$ cat src/rtl/glyph_pkg.sv
package glyph_pkg;

  typedef enum logic [2:0] {
    SEL_WIDTH = 3'd0,
    SEL_POS   = 3'd1,
    SEL_INC   = 3'd2,
    SEL_FG    = 3'd3,
    SEL_BG    = 3'd4,
    SEL_FGBG  = 3'd5,
    SEL_ROP   = 3'd6,
    SEL_MODE  = 3'd7
  } cfg_sel_e;

  typedef enum logic [1:0] {
    ST_IDLE  = 2'd0,
    ST_PIX   = 2'd1,
    ST_RWAIT = 2'd2,
    ST_RWB   = 2'd3
  } eng_state_e;

  localparam logic [7:0]  ROP_COPY  = 8'h83;
  localparam logic [7:0]  ROP_XOR   = 8'h86;
  localparam logic [31:0] INC_RESET = 32'h0001_0000;

endpackage

$ cat src/rtl/glyph_cfg_regs.sv
module glyph_cfg_regs
  import glyph_pkg::*;
#(
  parameter int PAT_W  = 32,
  parameter int PIX_W  = 32,
  parameter int X_BITS = 6,
  parameter int Y_BITS = 5,
  parameter int CNT_W  = 6
) (
  input  logic               clk,
  input  logic               rst,
  input  logic               cfg_we,
  input  logic [2:0]         cfg_sel,
  input  logic [2*PIX_W-1:0] cfg_wdata,
  input  logic               cfg_open,
  input  logic               row_done,
  output logic [CNT_W-1:0]   width_q,
  output logic [X_BITS-1:0]  pos_x,
  output logic [Y_BITS-1:0]  pos_y,
  output logic [PIX_W-1:0]   fg_q,
  output logic [PIX_W-1:0]   bg_q,
  output logic               transp_q,
  output logic               xor_q
);

  localparam logic [31:0] WMAX = 32'(PAT_W);

  logic [31:0] pos_q;
  logic [31:0] inc_q;
  logic [7:0]  rop_q;
  logic [31:0] wval;
  logic        width_ok;

  assign wval     = cfg_wdata[31:0];
  assign width_ok = (wval != 32'd0) && (wval <= WMAX);

  always_ff @(posedge clk) begin
    if (rst) begin
      width_q  <= CNT_W'(PAT_W);
      pos_q    <= '0;
      inc_q    <= INC_RESET;
      fg_q     <= '1;
      bg_q     <= '0;
      transp_q <= 1'b0;
      rop_q    <= ROP_COPY;
    end else begin
      if (row_done) begin
        pos_q <= pos_q + inc_q;
      end
      if (cfg_we && cfg_open) begin
        case (cfg_sel_e'(cfg_sel))
          SEL_WIDTH: if (width_ok) width_q <= wval[CNT_W-1:0];
          SEL_POS:   pos_q <= cfg_wdata[31:0];
          SEL_INC:   inc_q <= cfg_wdata[31:0];
          SEL_FG:    fg_q  <= cfg_wdata[PIX_W-1:0];
          SEL_BG:    bg_q  <= cfg_wdata[PIX_W-1:0];
          SEL_FGBG: begin
            fg_q <= cfg_wdata[2*PIX_W-1:PIX_W];
            bg_q <= cfg_wdata[PIX_W-1:0];
          end
          SEL_ROP:   rop_q    <= cfg_wdata[7:0];
          SEL_MODE:  transp_q <= cfg_wdata[0];
          default: ;
        endcase
      end
    end
  end

  assign pos_x = pos_q[X_BITS-1:0];
  assign pos_y = pos_q[16 +: Y_BITS];
  assign xor_q = (rop_q == ROP_XOR);

endmodule

$ cat src/rtl/glyph_pix_alu.sv
module glyph_pix_alu #(
  parameter int PIX_W = 32
) (
  input  logic             pix_bit,
  input  logic             transp,
  input  logic             use_old,
  input  logic [PIX_W-1:0] fg,
  input  logic [PIX_W-1:0] bg,
  input  logic [PIX_W-1:0] old,
  output logic             draw,
  output logic [PIX_W-1:0] colour
);

  logic [PIX_W-1:0] base;
  logic [PIX_W-1:0] mix;

  assign draw = pix_bit | ~transp;
  assign base = pix_bit ? fg : bg;

  for (genvar i = 0; i < PIX_W; i++) begin : g_mix
    assign mix[i] = use_old & old[i];
  end

  assign colour = base ^ mix;

endmodule

$ cat src/rtl/glyph_row_engine.sv
module glyph_row_engine
  import glyph_pkg::*;
#(
  parameter int PAT_W  = 32,
  parameter int PIX_W  = 32,
  parameter int X_BITS = 6,
  parameter int Y_BITS = 5,
  parameter int CNT_W  = 6,
  parameter int ADDR_W = 11
) (
  input  logic              clk,
  input  logic              rst,
  input  logic              pat_valid,
  input  logic [PAT_W-1:0]  pat_data,
  output logic              pat_ready,
  input  logic [CNT_W-1:0]  width,
  input  logic [X_BITS-1:0] pos_x,
  input  logic [Y_BITS-1:0] pos_y,
  input  logic              transp,
  input  logic              xor_mode,
  input  logic [PIX_W-1:0]  fg,
  input  logic [PIX_W-1:0]  bg,
  input  logic [PIX_W-1:0]  fb_rdata,
  output logic              row_done,
  output logic              fb_en,
  output logic              fb_we,
  output logic [ADDR_W-1:0] fb_addr,
  output logic [PIX_W-1:0]  fb_wdata
);

  eng_state_e        state_q;
  logic [PAT_W-1:0]  pat_q;
  logic [CNT_W-1:0]  col_q;
  logic [X_BITS-1:0] x_cur;
  logic [ADDR_W-1:0] addr_cur;
  logic              cur_bit;
  logic              last_pix;
  logic              draw;
  logic [PIX_W-1:0]  colour;
  logic              advance;

  assign cur_bit  = pat_q[PAT_W-1];
  assign x_cur    = pos_x + X_BITS'(col_q);
  assign addr_cur = {pos_y, x_cur};
  assign last_pix = (col_q == width - CNT_W'(1));

  glyph_pix_alu #(.PIX_W(PIX_W)) u_alu (
    .pix_bit (cur_bit),
    .transp  (transp),
    .use_old (xor_mode),
    .fg      (fg),
    .bg      (bg),
    .old     (fb_rdata),
    .draw    (draw),
    .colour  (colour)
  );

  assign advance  = ((state_q == ST_PIX) && !(draw && xor_mode)) ||
                    (state_q == ST_RWB);
  assign row_done = advance && last_pix;
  assign pat_ready = (state_q == ST_IDLE);

  always_ff @(posedge clk) begin
    if (rst) begin
      state_q  <= ST_IDLE;
      pat_q    <= '0;
      col_q    <= '0;
      fb_en    <= 1'b0;
      fb_we    <= 1'b0;
      fb_addr  <= '0;
      fb_wdata <= '0;
    end else begin
      case (state_q)
        ST_IDLE: begin
          fb_en <= 1'b0;
          fb_we <= 1'b0;
          if (pat_valid) begin
            pat_q   <= pat_data;
            col_q   <= '0;
            state_q <= ST_PIX;
          end
        end
        ST_PIX: begin
          fb_addr <= addr_cur;
          if (draw && xor_mode) begin
            fb_en   <= 1'b1;
            fb_we   <= 1'b0;
            state_q <= ST_RWAIT;
          end else begin
            fb_en    <= draw;
            fb_we    <= draw;
            fb_wdata <= colour;
          end
        end
        ST_RWAIT: begin
          fb_en   <= 1'b0;
          fb_we   <= 1'b0;
          state_q <= ST_RWB;
        end
        ST_RWB: begin
          fb_en    <= 1'b1;
          fb_we    <= 1'b1;
          fb_addr  <= addr_cur;
          fb_wdata <= colour;
        end
        default: state_q <= ST_IDLE;
      endcase
      if (advance) begin
        pat_q <= pat_q << 1;
        col_q <= col_q + CNT_W'(1);
        if (last_pix) begin
          state_q <= ST_IDLE;
        end else begin
          state_q <= ST_PIX;
        end
      end
    end
  end

endmodule

$ cat src/rtl/glyph_expander.sv
module glyph_expander
  import glyph_pkg::*;
#(
  parameter int PAT_W  = 32,
  parameter int PIX_W  = 32,
  parameter int X_BITS = 6,
  parameter int Y_BITS = 5,
  localparam int CNT_W  = $clog2(PAT_W + 1),
  localparam int ADDR_W = X_BITS + Y_BITS
) (
  input  logic               clk,
  input  logic               rst,
  input  logic               cfg_we,
  input  logic [2:0]         cfg_sel,
  input  logic [2*PIX_W-1:0] cfg_wdata,
  input  logic               pat_valid,
  output logic               pat_ready,
  input  logic [PAT_W-1:0]   pat_data,
  output logic               fb_en,
  output logic               fb_we,
  output logic [ADDR_W-1:0]  fb_addr,
  output logic [PIX_W-1:0]   fb_wdata,
  input  logic [PIX_W-1:0]   fb_rdata
);

  logic [CNT_W-1:0]  width_q;
  logic [X_BITS-1:0] pos_x;
  logic [Y_BITS-1:0] pos_y;
  logic [PIX_W-1:0]  fg_q;
  logic [PIX_W-1:0]  bg_q;
  logic              transp_q;
  logic              xor_q;
  logic              row_done;

  glyph_cfg_regs #(
    .PAT_W(PAT_W), .PIX_W(PIX_W), .X_BITS(X_BITS), .Y_BITS(Y_BITS), .CNT_W(CNT_W)
  ) u_regs (
    .clk       (clk),
    .rst       (rst),
    .cfg_we    (cfg_we),
    .cfg_sel   (cfg_sel),
    .cfg_wdata (cfg_wdata),
    .cfg_open  (pat_ready),
    .row_done  (row_done),
    .width_q   (width_q),
    .pos_x     (pos_x),
    .pos_y     (pos_y),
    .fg_q      (fg_q),
    .bg_q      (bg_q),
    .transp_q  (transp_q),
    .xor_q     (xor_q)
  );

  glyph_row_engine #(
    .PAT_W(PAT_W), .PIX_W(PIX_W), .X_BITS(X_BITS), .Y_BITS(Y_BITS),
    .CNT_W(CNT_W), .ADDR_W(ADDR_W)
  ) u_engine (
    .clk       (clk),
    .rst       (rst),
    .pat_valid (pat_valid),
    .pat_data  (pat_data),
    .pat_ready (pat_ready),
    .width     (width_q),
    .pos_x     (pos_x),
    .pos_y     (pos_y),
    .transp    (transp_q),
    .xor_mode  (xor_q),
    .fg        (fg_q),
    .bg        (bg_q),
    .fb_rdata  (fb_rdata),
    .row_done  (row_done),
    .fb_en     (fb_en),
    .fb_we     (fb_we),
    .fb_addr   (fb_addr),
    .fb_wdata  (fb_wdata)
  );

endmodule

$ cat config.mk
export PLATFORM = sky130hd
export DESIGN_NAME = glyph_expander
export DESIGN_NICKNAME = d
export VERILOG_FILES = /design/src/rtl/glyph_pkg.sv /design/src/rtl/glyph_cfg_regs.sv /design/src/rtl/glyph_pix_alu.sv /design/src/rtl/glyph_row_engine.sv /design/src/rtl/glyph_expander.sv
export SDC_FILE = /design/constraint.sdc
export NUM_CORES = 1
export LEC_CHECK = 0
export ABC_CLOCK_PERIOD_IN_PS = 3500
export BUFFER_PORTS_ARGS = -buffer_cell sky130_fd_sc_hd__clkbuf_2
export CAP_MARGIN = 10
export CORE_ASPECT_RATIO = 0.9
export CORE_MARGIN = 2
export CORE_UTILIZATION = 30
export CTS_BUF_LIST = sky130_fd_sc_hd__clkbuf_8 sky130_fd_sc_hd__clkbuf_16
export DETAILED_ROUTE_END_ITERATION = 6
export GPL_TIMING_DRIVEN = 0
export MAX_ROUTING_LAYER = met4
export PLACE_DENSITY = 0.54
export SETUP_SLACK_MARGIN = 0.15
export SKIP_LAST_GASP = 1
export SLEW_MARGIN = 20
export SYNTH_ARGS = -nofsm -noshare
export SYNTH_HDL_FRONTEND = slang
export SYNTH_SLANG_ARGS = --single-unit
$ cat constraint.sdc
create_clock -name clk -period 3.5 [get_ports clk]
set_input_delay 0.7 -clock clk [delete_from_list [all_inputs] [get_ports clk]]
set_output_delay 0.7 -clock clk [all_outputs]
set_load 0.05 [all_outputs]
==> results_dict.tcl, run 1 <==
set metrics [dict create \
    worst_path_most_repeated_cell "sky130_fd_sc_hd__nor2_1" \
    status "completed" \
    wire_per_inst_um 17.7 \
    area_delta_synth_final_pct 22.6 \
    cts.reportedPaths.clkPinSlew_ps 60 \
    buffer_ports.inserted 176 \
    fraction_of_synthesized_cell_area_taken_by_the_top_area_cell_type_pct 40.0 \
    ys_top_cells_by_area "sky130_fd_sc_hd__dfxtp_1 (40%), sky130_fd_sc_hd__a21oi_1 (9.6%), sky130_fd_sc_hd__nand2_1 (8.8%)" \
    ys.flop_type "sky130_fd_sc_hd__dfxtp_1" \
    stdcell_count 2003 \
    critical_path.max_stage_delay_ps 860 \
    hold_fix_buffers_cts 0 \
    crit_path_start "u_engine.state_q[1]" \
    worst-setup-path-type "flop to flop" \
    placed_cell_area_um2 11800 \
    htree_num_levels 1 \
    place.detailed.hpwl_um 26700 \
    timing.critical_path.depth 9 \
    synth.top_cells.by_count "sky130_fd_sc_hd__nand2_1 (242), sky130_fd_sc_hd__dfxtp_1 (206), sky130_fd_sc_hd__a21oi_1 (198)" \
    number_of_nets_in_the_layout 1690 \
    core_area_um2 34000 \
    ctsResizeCount 0 \
    worstPathCellList "inv_1 -> ha_1 -> clkbuf_1 -> nand2_1 -> nor2_1 -> nand4_1 -> nor3_1 -> mux2i_1 -> nor2_1" \
    postLayoutCellArea_um2 12600 \
    critPathMaxFanout 9 \
    die_height_um 180 \
    critPathRequiredTime_ps 3890 \
    timing.final.hold_violations 0 \
    route.detailed.vias_per_inst 5.15 \
    grt_pass1_vias 9840 \
    endpoint_of_the_worst_slack_reg_to_reg_timing_path "u_regs.width_q[2]" \
    groute.usage.overall_pct 20.1 \
    layout-drive-gt1-share_pct 14.2 \
    cts_post_setup_buffers_inserted 0 \
    fillCellCount 3641 \
    synth.avg_cell_area_um2 7.82 \
    syn-cell-area_um2 10300 \
    period_minus_slack_ps 3140 \
    finalWeightedCongestion 0.869 \
    grt_pass1_wl_um 55400 \
    power.density_nw_per_um2 675 \
    floorplan.initialDensity_pct 30.4 \
    worst-r2r-setup-slack_ps 360 \
    slew-limit-headroom_pct 33.8 \
    critical_path.top_delay_family "simple AND/OR/NAND/NOR gates" \
    yosys_warnings 0 \
    antenna_left 0 \
    cts.sinks 206 \
    worst_endpoint_data_arrival_time_ps 3530 \
    clock-root-buffer "sky130_fd_sc_hd__clkbuf_16" \
    timing.setup.tns_ps 0 \
    floorplan.die_area_um2 35900 \
    number_of_antenna_violations_at_the_first_check_in_global_routing 1 \
    worst_setup_path_start_kind "flop" \
    yosys_register_bits 206 \
    dr.first_iter.drc_count 611 \
    worst_path_max_delay_cell "sky130_fd_sc_hd__nor3_1" \
    dieWidth_um 199 \
    hold_ws_ps 439 \
    syn-num-nets 1487 \
    top_level_ports 181 \
    finalClockSkew_ps 13.4 \
    worst_skew_pair.late_latency_ps 530 \
    place_inst 1957 \
    synth_enable_flop_cells 0 \
    detail_route.wirelength_um 35500 \
    via_count 10300 \
    worst_r2r_path_depth 9 \
    maximum_clock_rate_mhz 319 \
    std_cell_rows 64 \
    period_share_pct 89.6 \
    tritoncts.num_buffers 25 \
    grt_max_degree 14 \
    detailedRoute.firstPassIterationCount 5 \
    p_leak_nw 5.09 \
    yosysMostFrequentCell "sky130_fd_sc_hd__nand2_1" \
    critical_path_buf_inv_count 2 \
    hold_path_class "primary input to flop" \
    count_of_different_cell_masters_after_synthesis 48 \
    maxCapViolCount 0 \
    cells_after_synthesis 1319 \
    final-setup-viol-count 0 \
    synth_seq_area_share_pct 40.0 \
    worst_r2r_startpoint "u_engine.state_q[1]" \
    synth-async-reset-ratio_pct 0 \
    finalMaxSlewViolations 0 \
    tritoncts_clock_tree "yes" \
    global_route.overflow_total 0 \
    worst-slew-pin-transition_ps 985 \
    peakVddDrop_mv 0.325 \
    synth.largest_area_cell "sky130_fd_sc_hd__dfxtp_1" \
    max-clock-path-buffers 3 \
    worstSetupEndpointType "flop" \
    drc 0 \
    timing.critical_path.to "u_regs.width_q[2]" \
    grt_setup_unrepaired "false" \
]
[flip-flops by register name (all words and copies together), names as in the netlist]
name	count
u_regs.fg_q	32
u_engine.pat_q	32
u_engine.col_q	6
u_engine.fb_en	1
u_regs.bg_q	32
u_engine.fb_wdata	32
u_engine.state_q	2
u_engine.fb_we	1
u_engine.fb_addr	11
u_regs.pos_q	21
u_regs.inc_q	21
u_regs.rop_q	8
u_regs.transp_q	1
u_regs.width_q	6
[metrics by stage]
stage / power (W) / setup WS (ps) / util, %
floorplan: 0.00497 / 966 / -
global placement: 0.00578 / 495 / 34.7
detailed placement: 0.00582 / 433 / 34.7
CTS: 0.00860 / 429 / 37.2
global route: 0.00904 / 208 / 37.2
finish: 0.00853 / 363 / 37.2
[kinds of logic (layout without fill, tap and decap cells)]
| group | after synthesis | in the layout | synth area share (%) |
|---|---|---|---|
| and+or+nand+nor | 497 | 497 | 21.2 |
| AOI/OAI and AO/OA | 389 | 389 | 23.1 |
| DFF | 206 | 206 | 40.0 |
| buffers and inverters | 114 | 335 | 4.17 |
| muxes | 53 | 53 | 5.14 |
| adders and majority gates | 33 | 33 | 4.15 |
| xor gates and xnor gates | 27 | 27 | 2.29 |
| other | 0 | 1 | 0 |
[cell type report]
class | instances | area, um2 | area share [%]
clock buffer | 26 | 639 | 5.06
sequential | 206 | 4120 | 32.6
multi-input combinational | 999 | 5760 | 45.6
antenna | 1 | 2.50 | 0.0198
buffer | 103 | 389 | 3.08
inverter | 11 | 41.3 | 0.326
clock inverter | 19 | 230 | 1.82
tap | 462 | 578 | 4.57
timing repair buffer | 176 | 881 | 6.96
[cell usage in the layout, fill, tap and decap left out, types with 4 or more instances in the layout]
| cell type | synthesis | routed |
|---|---|---|
| sky130_fd_sc_hd__buf_1 | 8 | 8 |
| sky130_fd_sc_hd__ha_1 | 31 | 31 |
| sky130_fd_sc_hd__mux2i_1 | 53 | 53 |
| sky130_fd_sc_hd__nand4_1 | 5 | 5 |
| sky130_fd_sc_hd__bufinv_16 | 0 | 5 |
| sky130_fd_sc_hd__a21o_1 | 12 | 12 |
| sky130_fd_sc_hd__o22ai_1 | 4 | 4 |
| sky130_fd_sc_hd__o21ai_0 | 51 | 51 |
| sky130_fd_sc_hd__and2_1 | 4 | 4 |
| sky130_fd_sc_hd__clkbuf_2 | 0 | 176 |
| sky130_fd_sc_hd__nor2_1 | 93 | 93 |
| sky130_fd_sc_hd__a211oi_1 | 20 | 20 |
| sky130_fd_sc_hd__a31oi_1 | 5 | 5 |
| sky130_fd_sc_hd__clkbuf_16 | 0 | 25 |
| sky130_fd_sc_hd__a21boi_0 | 4 | 4 |
| sky130_fd_sc_hd__nor4_1 | 8 | 8 |
| sky130_fd_sc_hd__clkbuf_1 | 93 | 93 |
| sky130_fd_sc_hd__and3_1 | 41 | 41 |
| sky130_fd_sc_hd__nand2b_1 | 4 | 4 |
| sky130_fd_sc_hd__nand2_1 | 242 | 242 |
| sky130_fd_sc_hd__a311oi_1 | 35 | 35 |
| sky130_fd_sc_hd__a21oi_1 | 198 | 198 |
| sky130_fd_sc_hd__o21a_1 | 6 | 6 |
| sky130_fd_sc_hd__nor2b_1 | 5 | 5 |
| sky130_fd_sc_hd__dfxtp_1 | 206 | 206 |
| sky130_fd_sc_hd__nor3_1 | 9 | 9 |
| sky130_fd_sc_hd__nand3_1 | 73 | 73 |
| sky130_fd_sc_hd__o211ai_1 | 6 | 6 |
| sky130_fd_sc_hd__inv_1 | 11 | 18 |
| sky130_fd_sc_hd__xnor2_1 | 13 | 13 |
| sky130_fd_sc_hd__xor2_1 | 14 | 14 |
| sky130_fd_sc_hd__a211o_1 | 35 | 35 |
[worst reg2reg max path, stage by stage (launching register included)]
cell	delay (ps)
sky130_fd_sc_hd__dfxtp_1	320
sky130_fd_sc_hd__inv_1	110
sky130_fd_sc_hd__ha_1	180
sky130_fd_sc_hd__clkbuf_1	460
sky130_fd_sc_hd__nand2_1	220
sky130_fd_sc_hd__nor2_1	280
sky130_fd_sc_hd__nand4_1	250
sky130_fd_sc_hd__nor3_1	860
sky130_fd_sc_hd__mux2i_1	270
sky130_fd_sc_hd__nor2_1	60
[power breakdown]
group | internal [W] | switching, W | leakage [nW] | total, W
clock network | 0.00169 | 0.00105 | 0.446 | 0.00275
logic | 0.000853 | 0.00195 | 2.96 | 0.00281
registers | 0.00275 | 0.000227 | 1.68 | 0.00298
total | 0.00530 | 0.00324 | 5.09 | 0.00853
[how the worst min path moves through the flow]
stage / start / endpoint / slack (ps) / cells past startpoint
after floorplan: u_regs.fg_q[0] / u_regs.fg_q[0] / 440 / 1
after global placement: u_engine.fb_wdata[16] / u_engine.fb_wdata[16] / 440 / 2
after detailed placement: u_engine.fb_wdata[16] / u_engine.fb_wdata[16] / 440 / 2
after CTS: cfg_wdata[25] / u_regs.bg_q[25] / 420 / 3
after global routing: cfg_wdata[25] / u_regs.bg_q[25] / 440 / 3
final: cfg_wdata[26] / u_regs.bg_q[26] / 440 / 3
[routing by layer]
layer	GRT usage (%)	share of wire, %
met1	27.8	47
met2	30.8	44
met3	2.80	6.6
met4	4.80	2.3
met5	-	0
(Power assumes the default switching activity.)
==> inputs of run 2 (changes only) <==
- ABC_AREA: default -> 1
==> run 2 against run 1 <==
Against the previous run:
- sequential power grew 5%
- first-iteration DRC count is 26% higher
- count of clock-buffer cells in the layout stayed put
- die area increased by 4.1%
- largest cell class unchanged
==> results_dict.tcl, run 2 <==
set metrics [dict create \
    ys.flop_type "sky130_fd_sc_hd__dfxtp_1" \
    number_of_nets_in_the_layout 1885 \
    hold_path_startpoint "u_engine.pat_q[27]" \
    worst_setup_path_start_kind "flop" \
    cts.sinks 206 \
    layout_commonest_cell "sky130_fd_sc_hd__nand2_1" \
    max-clock-path-buffers 3 \
    die_height_um 184 \
    worst_endpoint_data_arrival_time_ps 2970 \
    worstPathCellList "inv_1 -> ha_1 -> nor2_2 -> inv_1 -> nand2_1 -> nor2_2 -> nand2_1 -> buf_4 -> a21oi_1 -> a21oi_1" \
    floorplan.die_area_um2 37400 \
    top_level_ports 181 \
    grt_pass1_wl_um 55800 \
    finalWeightedCongestion 0.892 \
    yosys_warnings 0 \
    place_inst 2161 \
    global_route.overflow_total 0 \
    area_delta_synth_final_pct 21.8 \
    placed_cell_area_um2 12200 \
    worst_r2r_path_depth 10 \
    slew-limit-headroom_pct 44.0 \
    synth.avg_cell_area_um2 7.10 \
    yosys_register_bits 206 \
    fraction_of_synthesized_cell_area_taken_by_the_top_area_cell_type_pct 38.4 \
    dr.first_iter.drc_count 769 \
    critical_path_buf_inv_count 3 \
    cts.reportedPaths.clkPinSlew_ps 60 \
    synth_enable_flop_cells 0 \
    crit_path_start "u_engine.state_q[1]" \
    yosysMostFrequentCell "sky130_fd_sc_hd__nand2_1" \
    finalClockSkew_ps 22.3 \
    stdcell_count 2207 \
    critPathRequiredTime_ps 3950 \
    worst_skew_pair.late_latency_ps 520 \
    grt_max_degree 14 \
    maximum_clock_rate_mhz 396 \
    ctsResizeCount 0 \
    worst-slew-pin-transition_ps 841 \
    synth.largest_area_cell "sky130_fd_sc_hd__dfxtp_1" \
    mostFrequentLayoutCells "sky130_fd_sc_hd__nand2_1 (280), sky130_fd_sc_hd__o21ai_0 (252), sky130_fd_sc_hd__dfxtp_1 (206), sky130_fd_sc_hd__a21oi_1 (191), sky130_fd_sc_hd__clkbuf_2 (179)" \
    htree_num_levels 1 \
    std_cell_rows 65 \
    groute.usage.overall_pct 19.5 \
    timing.final.hold_violations 0 \
    ys_top_cells_by_area "sky130_fd_sc_hd__dfxtp_1 (38%), sky130_fd_sc_hd__o21ai_0 (12%), sky130_fd_sc_hd__nand2_1 (9.8%)" \
    fin_total_pwr_w 0.00928 \
    p_leak_nw 6.06 \
    cells_after_synthesis 1513 \
    worst-setup-path-type "flop to flop" \
    final-setup-viol-count 0 \
    critical_path.top_delay_family "simple AND/OR/NAND/NOR gates" \
    grt_setup_unrepaired "false" \
    core_area_um2 35200 \
    endpoint_of_the_worst_slack_reg_to_reg_timing_path "u_regs.pos_q[18]" \
    dr_wl_met3_um 2050 \
    tritoncts.num_buffers 23 \
    synth.top_cells.by_count "sky130_fd_sc_hd__nand2_1 (280), sky130_fd_sc_hd__o21ai_0 (252), sky130_fd_sc_hd__dfxtp_1 (206)" \
    count_of_different_cell_masters_after_synthesis 40 \
    tritoncts_clock_tree "yes" \
    topRoutingLayerUsed "met4" \
    place.detailed.hpwl_um 28300 \
    hold_fix_buffers_cts 0 \
    fillCellCount 3792 \
    worst-r2r-setup-slack_ps 980 \
    hold_path_class "flop to flop" \
    cts_post_setup_buffers_inserted 0 \
    dieWidth_um 204 \
    detailedRoute.firstPassIterationCount 5 \
    worst_r2r_startpoint "u_engine.state_q[1]" \
    peakVddDrop_mv 0.495 \
    finalMaxSlewViolations 0 \
    clock-root-buffer "sky130_fd_sc_hd__clkbuf_16" \
    detail_route.wirelength_um 36100 \
    wire_per_inst_um 16.4 \
    postLayoutCellArea_um2 13100 \
    period_minus_slack_ps 2520 \
    critPathMaxFanout 10 \
    synth_seq_area_share_pct 38.4 \
    status "completed" \
    layout-drive-gt1-share_pct 16.1 \
    whs_endpoint "u_engine.pat_q[28]" \
    power.density_nw_per_um2 709 \
    grt_pass1_vias 9934 \
    min_path_cells 2 \
    drc 0 \
    syn-num-nets 1681 \
    syn-cell-area_um2 10700 \
    worst_path_max_delay_cell "sky130_fd_sc_hd__nor2_2" \
    route.met2.wl_um 15700 \
    number_of_antenna_violations_at_the_first_check_in_global_routing 3 \
    floorplan.initialDensity_pct 30.5 \
    critical_path.max_stage_delay_ps 570 \
    antenna_left 0 \
    period_share_pct 72.1 \
    synth-async-reset-ratio_pct 0 \
    met1_wirelength_um 17900 \
    maxCapViolCount 0 \
    route.detailed.vias_per_inst 4.79 \
    via_count 10600 \
    buffer_ports.inserted 179 \
    worstSetupEndpointType "flop" \
    timing.setup.tns_ps 0 \
]
-- run 2: cell count changes after synthesis, moves of 34 or more --
cell,delta
sky130_fd_sc_hd__nand2_1,+38
sky130_fd_sc_hd__inv_1,+148
sky130_fd_sc_hd__clkbuf_1,-34
sky130_fd_sc_hd__a211o_1,-35
sky130_fd_sc_hd__o21ai_0,+201
sky130_fd_sc_hd__a311oi_1,-35
sky130_fd_sc_hd__and3_1,-41
-- run 2: cell families after synthesis --
kind of cell               after synthesis  share of synthesized area [%]
DFF                                    206                           38.4
muxes                                   32                           2.98
AOI/OAI and AO/OA                      465                           22.0
adders and majority gates               33                           3.98
and+or+nand+nor                        480                           19.5
buffers and inverters                  247                           9.02
xor gates and xnor gates                50                           4.07
-- run 2: through the flow --
stage               hold slack [ps]  setup WS [ps]  utilization, %
floorplan                       425           1390               -
global placement                431            923            34.7
detailed placement              437            916            34.7
CTS                             438            998            37.2
global route                    440            805            37.2
finish                          442            975            37.2
-- run 2: layout make-up --
type / count / area [um2] / area share, %
sequential: 206 / 4120 / 31.5
buffer: 79 / 339 / 2.59
antenna: 4 / 10.0 / 0.0765
timing repair buffer: 179 / 896 / 6.84
multi-input combinational: 1060 / 5660 / 43.2
clock buffer: 26 / 617 / 4.71
inverter: 168 / 631 / 4.82
clock inverter: 16 / 234 / 1.79
tap: 469 / 587 / 4.48
-- run 2: worst max-delay path by stage --
stage / endpoint / cells past startpoint / slack (ps)
3_5_place_dp: u_engine.fb_addr[6] / 6 / 920
3_3_place_gp: u_engine.pat_q[31] / 6 / 920
4_1_cts: u_regs.pos_q[17] / 10 / 1000
5_1_grt: u_regs.pos_q[10] / 12 / 800
6_report: u_regs.pos_q[18] / 10 / 980
2_1_floorplan: u_regs.pos_q[11] / 12 / 1390
-- run 2: worst register-to-register path, stage by stage (launching register included) --
cell,delay (ps)
sky130_fd_sc_hd__dfxtp_1,350
sky130_fd_sc_hd__inv_1,80
sky130_fd_sc_hd__ha_1,240
sky130_fd_sc_hd__nor2_2,570
sky130_fd_sc_hd__inv_1,270
sky130_fd_sc_hd__nand2_1,260
sky130_fd_sc_hd__nor2_2,90
sky130_fd_sc_hd__nand2_1,140
sky130_fd_sc_hd__buf_4,230
sky130_fd_sc_hd__a21oi_1,90
sky130_fd_sc_hd__a21oi_1,140
-- run 2: per-layer routing --
| layer | vias to the layer above | GRT usage, % |
|---|---|---|
| li1 | 5404 | - |
| met5 | - | - |
| met4 | 0 | 3.33 |
| met1 | 4849 | 27.3 |
| met3 | 40 | 3.01 |
| met2 | 277 | 29.8 |
-- run 2: where the power goes --
group	total, W	internal (W)	switching (W)
sequential	0.00312	0.00288	0.000242
combinational	0.00343	0.000977	0.00246
clock	0.00273	0.00171	0.00102
==> inputs of run 3 (changes only) <==
- ABC_CLOCK_PERIOD_IN_PS: 3500 -> 2330
- clock period: 3.5 -> 2.33 ns (I/O delays scaled with it)
==> run 3 against run 2 <==
Against the previous run:
- maximum frequency up 21%
- register-to-register slack worse by 730 ps
- via count up 0.79%
- final cell count up 0.18%
- sequential power up 50%
- clock power up 50%
- core utilization up 0.29 points
- sequential share of layout area down 0.24 points
==> results_dict.tcl, run 3 (synthesis gave the netlist of run 2 again) <==
set metrics [dict create \
    status "completed" \
    peakVddDrop_mv 0.741 \
    postLayoutCellArea_um2 13200 \
    clock-root-buffer "sky130_fd_sc_hd__clkbuf_16" \
    floorplan.die_area_um2 37400 \
    finalWeightedCongestion 0.892 \
    fillCellCount 3789 \
    mostFrequentLayoutCells "sky130_fd_sc_hd__nand2_1 (278), sky130_fd_sc_hd__o21ai_0 (252), sky130_fd_sc_hd__dfxtp_1 (205), sky130_fd_sc_hd__clkbuf_2 (196), sky130_fd_sc_hd__a21oi_1 (191)" \
    dieWidth_um 204 \
    timing.final.hold_violations 0 \
    worstPathCellList "inv_1 -> ha_2 -> nand2_2 -> nor3_4 -> nand2_1 -> nor2_1 -> nand3_1 -> buf_2 -> o21ai_0 -> nor2_1" \
    pre_cts_worst_setup_slack_ps -167 \
    clockPowerShare_pct 29.3 \
    buffer_ports.inserted 179 \
    area_delta_synth_final_pct 22.8 \
    grt_max_degree 14 \
    detailedRoute.firstPassIterationCount 5 \
    core_area_um2 35200 \
    hold_path_class "primary input to flop" \
    seqPwrFrac_pct 33.4 \
    groute.usage.overall_pct 19.5 \
    grt_pass1_wl_um 55900 \
    worst_path_most_repeated_cell "sky130_fd_sc_hd__nor2_1" \
    worstSetupEndpointType "flop" \
    via_count 10700 \
    maxCapViolCount 0 \
    layout_commonest_cell "sky130_fd_sc_hd__nand2_1" \
    die_height_um 184 \
    tritoncts.num_buffers 23 \
    finalMaxSlewViolations 0 \
    worst_endpoint_data_arrival_time_ps 2490 \
    critPathRequiredTime_ps 2730 \
    place.detailed.hpwl_um 28300 \
    layout-drive-gt1-share_pct 17.7 \
    critPathMaxFanout 10 \
    placed_cell_area_um2 12200 \
    fin_ws_ps 241 \
    period_share_pct 89.7 \
    worst_skew_pair.late_latency_ps 530 \
    power_frac_comb_pct 37.3 \
    number_of_nets_in_the_layout 1888 \
    floorplan.initialDensity_pct 30.5 \
    power.density_nw_per_um2 1060 \
    fin_total_pwr_w 0.0140 \
    p_leak_nw 6.14 \
    wire_per_inst_um 16.4 \
    std_cell_rows 65 \
    period_minus_slack_ps 2090 \
    number_of_antenna_violations_at_the_first_check_in_global_routing 3 \
    tritoncts_clock_tree "yes" \
    worst-slew-pin-transition_ps 857 \
    route.detailed.vias_per_inst 4.82 \
    global_route.overflow_total 0 \
    intPower_w 0.00839 \
    slew-limit-headroom_pct 42.9 \
    antenna_left 0 \
    max-clock-path-buffers 3 \
    top_level_ports 181 \
    grt_setup_unrepaired "true" \
    total_switching_power_w 0.00563 \
    critical_path.max_stage_delay_ps 320 \
    worst_setup_path_start_kind "flop" \
    hold_fix_buffers_cts 0 \
    dr.first_iter.drc_count 752 \
    drc 0 \
    worst-setup-path-type "flop to flop" \
    maximum_clock_rate_mhz 479 \
    cts.reportedPaths.clkPinSlew_ps 70 \
    worst_path_max_delay_cell "sky130_fd_sc_hd__dfxtp_1" \
    finalClockSkew_ps 24.7 \
    detail_route.wirelength_um 36300 \
    cts.sinks 206 \
    final-setup-viol-count 0 \
    grt_pass1_vias 9956 \
    sw_frac_of_total_pct 40.1 \
    htree_num_levels 1 \
]
[run 3: changes by cell type in the layout (fill, tap and decap cells not counted), sizes merged]
cell | previous run | this run
clkbuf | 264 | 266
buf | 20 | 21
clkinv | 8 | 7
clkinvlp | 0 | 1
diode | 4 | 5
[run 3: worst paths after layout]
check | slack, ps | from | cells past startpoint | endpoint
setup / recovery | 240 | u_engine.state_q[1] | 10 | u_regs.width_q[4]
hold / removal | 210 | cfg_wdata[27] | 3 | u_regs.bg_q[27]
setup reg to reg | 240 | u_engine.state_q[1] | 10 | u_regs.width_q[4]
hold reg to reg | 440 | u_engine.pat_q[27] | 2 | u_engine.pat_q[28]
[run 3: timing repair]
item,in CTS,in global routing
gates resized for setup,10,34
buffers inserted,2,1
endpoints found under the setup margin,107,151
pin swaps,2,2
[run 3: final cells by class]
| class | count | area (um2) | share of cell area (%) |
|---|---|---|---|
| buffer | 79 | 365 | 2.77 |
| clock inverter | 16 | 234 | 1.77 |
| clock buffer | 26 | 617 | 4.67 |
| tap | 469 | 587 | 4.45 |
| timing repair buffer | 182 | 918 | 6.96 |
| inverter | 168 | 634 | 4.81 |
| multi-input combinational | 1060 | 5700 | 43.2 |
| antenna | 5 | 12.5 | 0.0948 |
| sequential | 206 | 4130 | 31.3 |
[run 3: power by group through the flow]
stage	logic (W)	clock network [W]	registers, W
2_1_floorplan	0.00255	0	0.00590
3_3_place_gp	0.00510	0	0.00475
3_5_place_dp	0.00514	0	0.00476
4_1_cts	0.00521	0.00417	0.00469
5_1_grt	0.00574	0.00432	0.00477
6_report	0.00523	0.00410	0.00469
[run 3: layer usage]
metal | track usage [%] | vias up | part of all wire, % | wire, um
li1 | - | 5413 | - | -
met1 | 27.5 | 4925 | 50 | 18000
met2 | 29.9 | 272 | 43 | 15700
met3 | 3.01 | 44 | 5.6 | 2050
met4 | 3.33 | 0 | 1.7 | 605
met5 | - | - | 0 | 0
[run 3: critical path: cells and delay by family (launching register included)]
kind / cells / cell delay [ps]
AOI/OAI and AO/OA: 1 / 190
adders and majority gates: 1 / 260
buffers and inverters: 2 / 320
DFF: 1 / 320
and+or+nand+nor: 6 / 890
[run 3: stage by stage]
stage / TNS, ps / hold WS [ps] / instances / utilization (%)
after floorplan: 0 / 425 / 1513 / -
after global placement: -2590 / 431 / 2161 / 34.7
after detailed placement: -3210 / 437 / 2161 / 34.7
after CTS: 0 / 204 / 2205 / 37.3
after global routing: 0 / 206 / 2209 / 37.5
final: 0 / 213 / 2211 / 37.5
